--- src/rtl/lsc_pkg.sv ---
package lsc_pkg;
    typedef enum logic [1:0] {
        PWR_SLEEP = 2'd0,
        PWR_WAKE  = 2'd1,
        PWR_RUN   = 2'd2
    } pwr_state_e;
endpackage

--- src/rtl/lsc_sync.sv ---
module lsc_sync #(
    parameter int WIDTH  = 4,
    parameter int STAGES = 2
) (
    input  logic             clk,
    input  logic             rst_n,
    input  logic [WIDTH-1:0] async_i,
    output logic [WIDTH-1:0] sync_o
);
    logic [WIDTH-1:0] stage_q [STAGES];

    genvar s;
    generate
        for (s = 0; s < STAGES; s++) begin : g_stage
            always_ff @(posedge clk or negedge rst_n) begin
                if (!rst_n) begin
                    stage_q[s] <= '0;
                end else if (s == 0) begin
                    stage_q[s] <= async_i;
                end else begin
                    stage_q[s] <= stage_q[(s > 0) ? s - 1 : 0];
                end
            end
        end
    endgenerate

    assign sync_o = stage_q[STAGES-1];
endmodule

--- src/rtl/lsc_shift.sv ---
module lsc_shift #(
    parameter int CHANNELS = 16
) (
    input  logic                clk,
    input  logic                rst_n,
    input  logic                step,
    input  logic                din,
    input  logic                load,
    output logic [CHANNELS-1:0] shreg_o,
    output logic [CHANNELS-1:0] store_o
);
    typedef struct packed {
        logic [CHANNELS-1:0] shreg;
        logic [CHANNELS-1:0] store;
    } shift_t;

    shift_t st_d, st_q;

    always_comb begin
        st_d = st_q;
        if (step) begin
            st_d.shreg = {st_q.shreg[CHANNELS-2:0], din};
        end
        if (load) begin
            st_d.store = st_q.shreg;
        end
    end

    always_ff @(posedge clk or negedge rst_n) begin
        if (!rst_n) begin
            st_q <= '0;
        end else begin
            st_q <= st_d;
        end
    end

    assign shreg_o = st_q.shreg;
    assign store_o = st_q.store;
endmodule

--- src/rtl/lsc_power.sv ---
module lsc_power
    import lsc_pkg::*;
#(
    parameter int WAKE_CYCLES = 8
) (
    input  logic clk,
    input  logic rst_n,
    input  logic load,
    input  logic word_nonzero,
    output logic shutdown,
    output logic ready
);
    localparam int CW = $clog2(WAKE_CYCLES + 1);
    localparam logic [CW-1:0] LAST = CW'(WAKE_CYCLES - 1);

    typedef struct packed {
        pwr_state_e    state;
        logic [CW-1:0] cnt;
    } pwr_t;

    pwr_t pw_d, pw_q;

    always_comb begin
        pw_d = pw_q;
        unique case (pw_q.state)
            PWR_SLEEP: begin
                if (load && word_nonzero) begin
                    pw_d.state = PWR_WAKE;
                    pw_d.cnt   = '0;
                end
            end
            PWR_WAKE: begin
                if (load && !word_nonzero) begin
                    pw_d.state = PWR_SLEEP;
                end else if (pw_q.cnt == LAST) begin
                    pw_d.state = PWR_RUN;
                end else begin
                    pw_d.cnt = pw_q.cnt + 1'b1;
                end
            end
            PWR_RUN: begin
                if (load && !word_nonzero) begin
                    pw_d.state = PWR_SLEEP;
                end
            end
            default: pw_d.state = PWR_SLEEP;
        endcase
    end

    always_ff @(posedge clk or negedge rst_n) begin
        if (!rst_n) begin
            pw_q <= '{state: PWR_SLEEP, cnt: '0};
        end else begin
            pw_q <= pw_d;
        end
    end

    assign shutdown = (pw_q.state == PWR_SLEEP);
    assign ready    = (pw_q.state == PWR_RUN);
endmodule

--- src/rtl/led_sink_ctrl.sv ---
module led_sink_ctrl #(
    parameter int CHANNELS    = 16,
    parameter int SYNC_STAGES = 2,
    parameter int WAKE_CYCLES = 8
) (
    input  logic                clk,
    input  logic                rst_n,
    input  logic                ser_clk,
    input  logic                ser_in,
    input  logic                latch_en,
    input  logic                out_en_n,
    output logic                ser_out,
    output logic [CHANNELS-1:0] chan_on,
    output logic                shutdown,
    output logic                ready
);
    localparam int NPINS = 4;

    logic [NPINS-1:0] pins_s;
    logic             sclk_s, din_s, le_s, oen_s;
    logic             sclk_d, sclk_q;
    logic             step;
    logic [CHANNELS-1:0] shreg, store;

    lsc_sync #(.WIDTH(NPINS), .STAGES(SYNC_STAGES)) u_sync (
        .clk     (clk),
        .rst_n   (rst_n),
        .async_i ({out_en_n, latch_en, ser_in, ser_clk}),
        .sync_o  (pins_s)
    );

    assign {oen_s, le_s, din_s, sclk_s} = pins_s;

    always_comb begin
        sclk_d = sclk_s;
        step   = sclk_s && !sclk_q;
    end

    always_ff @(posedge clk or negedge rst_n) begin
        if (!rst_n) begin
            sclk_q <= 1'b0;
        end else begin
            sclk_q <= sclk_d;
        end
    end

    lsc_shift #(.CHANNELS(CHANNELS)) u_shift (
        .clk     (clk),
        .rst_n   (rst_n),
        .step    (step),
        .din     (din_s),
        .load    (le_s),
        .shreg_o (shreg),
        .store_o (store)
    );

    lsc_power #(.WAKE_CYCLES(WAKE_CYCLES)) u_power (
        .clk          (clk),
        .rst_n        (rst_n),
        .load         (le_s),
        .word_nonzero (|shreg),
        .shutdown     (shutdown),
        .ready        (ready)
    );

    assign ser_out = shreg[CHANNELS-1];
    assign chan_on = (ready && !oen_s) ? store : '0;
endmodule

--- config.mk ---
export PLATFORM = sky130hd
export DESIGN_NAME = led_sink_ctrl
export DESIGN_NICKNAME = d
export VERILOG_FILES = /design/src/rtl/lsc_pkg.sv /design/src/rtl/lsc_sync.sv /design/src/rtl/lsc_shift.sv /design/src/rtl/lsc_power.sv /design/src/rtl/led_sink_ctrl.sv
export SDC_FILE = /design/constraint.sdc
export NUM_CORES = 1
export LEC_CHECK = 0
export BUFFER_PORTS_ARGS = -buffer_cell sky130_fd_sc_hd__buf_4
export CORE_ASPECT_RATIO = 0.7
export CORE_MARGIN = 2
export CORE_UTILIZATION = 50
export DETAILED_ROUTE_END_ITERATION = 10
export PLACE_DENSITY = 0.7
export SYNTH_ARGS = -nofsm -noshare
export SYNTH_HDL_FRONTEND = slang
export SYNTH_SLANG_ARGS = --single-unit
export TNS_END_PERCENT = 1
--- constraint.sdc ---
create_clock -name clk -period 2.1 [get_ports clk]
set_input_delay 0.105 -clock clk [delete_from_list [all_inputs] [get_ports clk]]
set_output_delay 0.105 -clock clk [all_outputs]
set_load 0.1 [all_outputs]
==> results.md <==
- The count of TritonRoute iterations in the first routing pass is 4.
- Setup repair after global routing left no endpoint under its margin.
- The proportion of synthesized area in mux cells is 18.8%.
- STA classifies the critical path startpoint as a flip-flop.
- The first-pass GRT wire length is 5.71 mm.
- The share of layout cells above drive strength 1 is 41.5%.
- The final clock period utilization by the worst path is 89.9%.
- After synthesis the cells add up to 1970 µm².
- The number of fill cells is 321.
- The predominant post-synthesis flop cell is dfrtp_1.
- Summed over all cells, the static leakage comes to 1.11 nW.
- The number of rows created at floorplan is 19.
- The number of cells in the design after placement is 215.
- Once detail routing completed, the nets flagged for antenna violations numbered 0.
- The number of buffers inserted during clock tree synthesis is 5.
- The synthesized netlist devotes 0% of its cell area to XOR and XNOR gates.
- The synthesized netlist net count is 150.
- The fraction of the yosys area taken by sequential cells is 59.8%.
- In this run the post-CTS setup repair buffer count came out at 0.
- The post-cts sizing count is 0.
- The combinational family with the most area after synthesis is multiplexers.
- The number of enable-type register cells in the synthesized netlist is 0.
- Across all setup checks in the final design, the least slack found is 0.212 ns.
- The worst-skew pair later-pin latency is 0.30 ns.
- The core area is 3850 µm².
- For this run, asynchronously set or reset flops after synthesis account for 100%.
- The flow ran to the end, and the final reports show no timing, DRC or antenna violations.
- Across the run, the number of max-cap violations was 0.
- The worst max-slew margin expressed relative to the limit is 61.5%.
- The clock-pin transition on the worst setup and hold timing paths is 0.08 ns.
- The critical-path maximum fanout is 16.
- After Yosys synthesis, full adders, half adders and majority gates account for 0.636% of the synthesized area.
- The number of global-route vias before repair is 1203.
- After routing, the total negative slack on setup checks comes to 0 ns.
- By area the synthesized netlist is led by dfrtp_1 (60%), mux2_2 (18%), and2_1 (5.1%), nor4_2 (2.5%), inv_1 (0.95%).
- The class of the tightest hold or removal check is in2async.
- The maximum ir drop on the vdd rail is 0.770 mV.
- TritonCTS built the clock tree.
- After Yosys synthesis, and, or, nand and nor cells account for 12.0% of the synthesized area.
- The count of buffers added on input and output ports is 24.
- The number of antenna diodes in the final layout is 0.
- Clock skew on the completed layout was measured at 0.00632 ns.
- The number of endpoints failing setup at the final stage is 0.
- The capturing element type of the critical path is a primary output.
- The placed wire-length estimate is 2.28 mm.
- At the placement stage, the worst setup path has a slack of 0.415 ns.
- The critical path is of the reg2out type.
- The most frequent cell after synthesis is dfrtp_1.
- The total count of max-transition violations in the final report is 0.
- Timing would allow up to 530 MHz.
- The final count of hold timing violations came to 0.
- The starting density of the core is 51.1%.
- The die covers 4460 µm².
- The tree built by TritonCTS fans out to 47 sinks.
- From synthesis to final layout, the design area changed by 20.7%.
- At the pin with the least slew margin, the transition time is 0.577 ns.
- Power spread over the standard cell area amounts to 1330 nW/µm².
- The H-tree was split into 2 levels.
- The initial antenna violation count is 0.
- The detailed-route via count is 1210.
- The non-filler instance count after layout is 228.
- The detail-routed net length per standard cell is 14.5 µm.
- Global routing used 17.1% of the available tracks.
- The y dimension of the die is 56.5 µm.
- For the finished layout, the period the worst path requires is 1.89 ns.
- The cell taking the most area after synthesis is dfrtp_1.
- The unique cell type count in the Yosys netlist is 33.
- The initial DRC count is 105.
- In this run the count of I/O pins placed on the die edge is 25.
- Entering global routing, the biggest net connects 48 pins.
- The fraction of synthesized cell area taken by the top area cell type is 59.8%.
- The area fraction in compound gates after synthesis is 5.41%.
- The number of buffers on the longest clock path is 2.
- The endpoint required time on the critical path is 2.00 ns.
- The count of synthesis-stage warnings from yosys is 0.
- The via-per-instance ratio is 5.31.
- By count the netlist is led by dfrtp_1 (47), mux2_2 (32), and2_1 (16), inv_1 (5), nand2_1 (5).
- The final routed DRC violation total is 0.
- The final layout contains 182 nets.
- The synthesized instance count is 143.
- The horizontal die dimension is 79.0 µm.
- Summed over all layers, the routed wires come to 3.31 mm.
- For the worst setup path, the data arrival time is 1.78 ns.
- The clock root buffer is clkbuf_8.
- The path depth of the worst reg2reg path is 4.
- The final global-route overflow total is 0.
- The average instance area after synthesis is 13.8 µm².
- The synthesized design contains 47 register bits.
- The final weighted congestion in routability-driven placement is 0.869.
==> through the flow <==
step / util, % / power [mW] / hold slack [ns] / instance area, µm²
after floorplan: - / 2.17 / -0.191 / 1970
after global placement: 56.9 / 2.36 / 0.140 / 2190
after detailed placement: 56.9 / 2.41 / 0.146 / 2190
after CTS: 61.6 / 3.18 / 0.354 / 2370
after global routing: 61.6 / 3.34 / 0.360 / 2370
final: 61.6 / 3.15 / 0.346 / 2370
==> metal layers <==
layer  share of wire [%]  up-vias  track usage, %
li1                    -      570               -
met1                  45      602            22.9
met2                  47       32            26.0
met3                 5.3        6            4.98
met4                 1.9        0            7.39
met5                   0        -               0
==> power by group <==
| group | switching [mW] | internal [mW] |
|---|---|---|
| Clock | 0.282 | 0.475 |
| Sequential | 0.282 | 1.22 |
| Combinational | 0.482 | 0.411 |
| Total | 1.05 | 2.11 |
==> final timing paths <==
| kind | start | to | slack, ns |
|---|---|---|---|
| setup / recovery | u_power.pw_q[4]$_DFFE_PN0P_ | chan_on[5] | 0.21 |
| hold / removal | rst_n | u_sync.stage_q[5]$_DFF_PN0_ | 0.35 |
| setup reg to reg | u_shift.shreg_o[9]$_DFFE_PN0P_ | u_power.pw_q[3]$_DFFE_PN0P_ | 0.40 |
| hold reg to reg | u_sync.stage_q[7]$_DFF_PN0_ | u_sync.sync_o[3]$_DFF_PN0_ | 0.35 |
| max in group asynchronous | rst_n | u_power.pw_q[3]$_DFFE_PN0P_ | 1.35 |
| min in group clk | u_sync.stage_q[7]$_DFF_PN0_ | u_sync.sync_o[3]$_DFF_PN0_ | 0.35 |
==> flip-flops by register name, summed over array words and instances, names as in the netlist <==
register,flops
u_sync.stage_q,4
u_sync.sync_o,4
u_power.pw_q,6
sclk_q,1
u_shift.shreg_o,16
u_shift.store_o,16
==> logic make-up after synthesis <==
| kind of cell | Yosys count |
|---|---|
| AND/OR/NAND/NOR | 37 |
| flip-flops | 47 |
| AO/OA/AOI/OAI | 13 |
| buffers and inverters | 12 |
| adder cells (fa/ha/maj) | 1 |
| multiplexers | 33 |
==> critical path, cell delays in order, from the launching register on <==
cell	delay [ns]
dfrtp_1	0.43
inv_1	0.17
nand2_1	0.13
nor2_1	0.11
buf_4	0.19
and2_1	0.16
buf_4	0.29
==> layout by cell type, fill, tap and decap left out, types with 2 or more instances in the layout <==
cell type	count
and2_1	16
buf_4	27
bufinv_16	2
clkbuf_8	5
dfrtp_1	47
dlygate4sd3_1	5
inv_1	5
mux2_2	32
nand2_1	5
nor2_1	2
nor3_1	2
nor4_2	4
o21ai_0	3
==> timing repair <==
action	4_1_cts	5_1_grt
endpoints found under the setup margin	0	0
hold endpoints to repair	51	0
hold buffers	5	0
==> area by class of cell <==
| cell class | instances | area (µm²) | share of cell area [%] |
|---|---|---|---|
| Tap cell | 52 | 65.1 | 2.74 |
| Clock buffer | 6 | 72.6 | 3.06 |
| Inverter | 5 | 18.8 | 0.791 |
| Clock inverter | 2 | 60.1 | 2.53 |
| Multi-Input combinational cell | 84 | 728 | 30.7 |
| Sequential cell | 47 | 1180 | 49.6 |
| Timing Repair Buffer | 32 | 253 | 10.6 |
(Power assumes the default switching activity.)
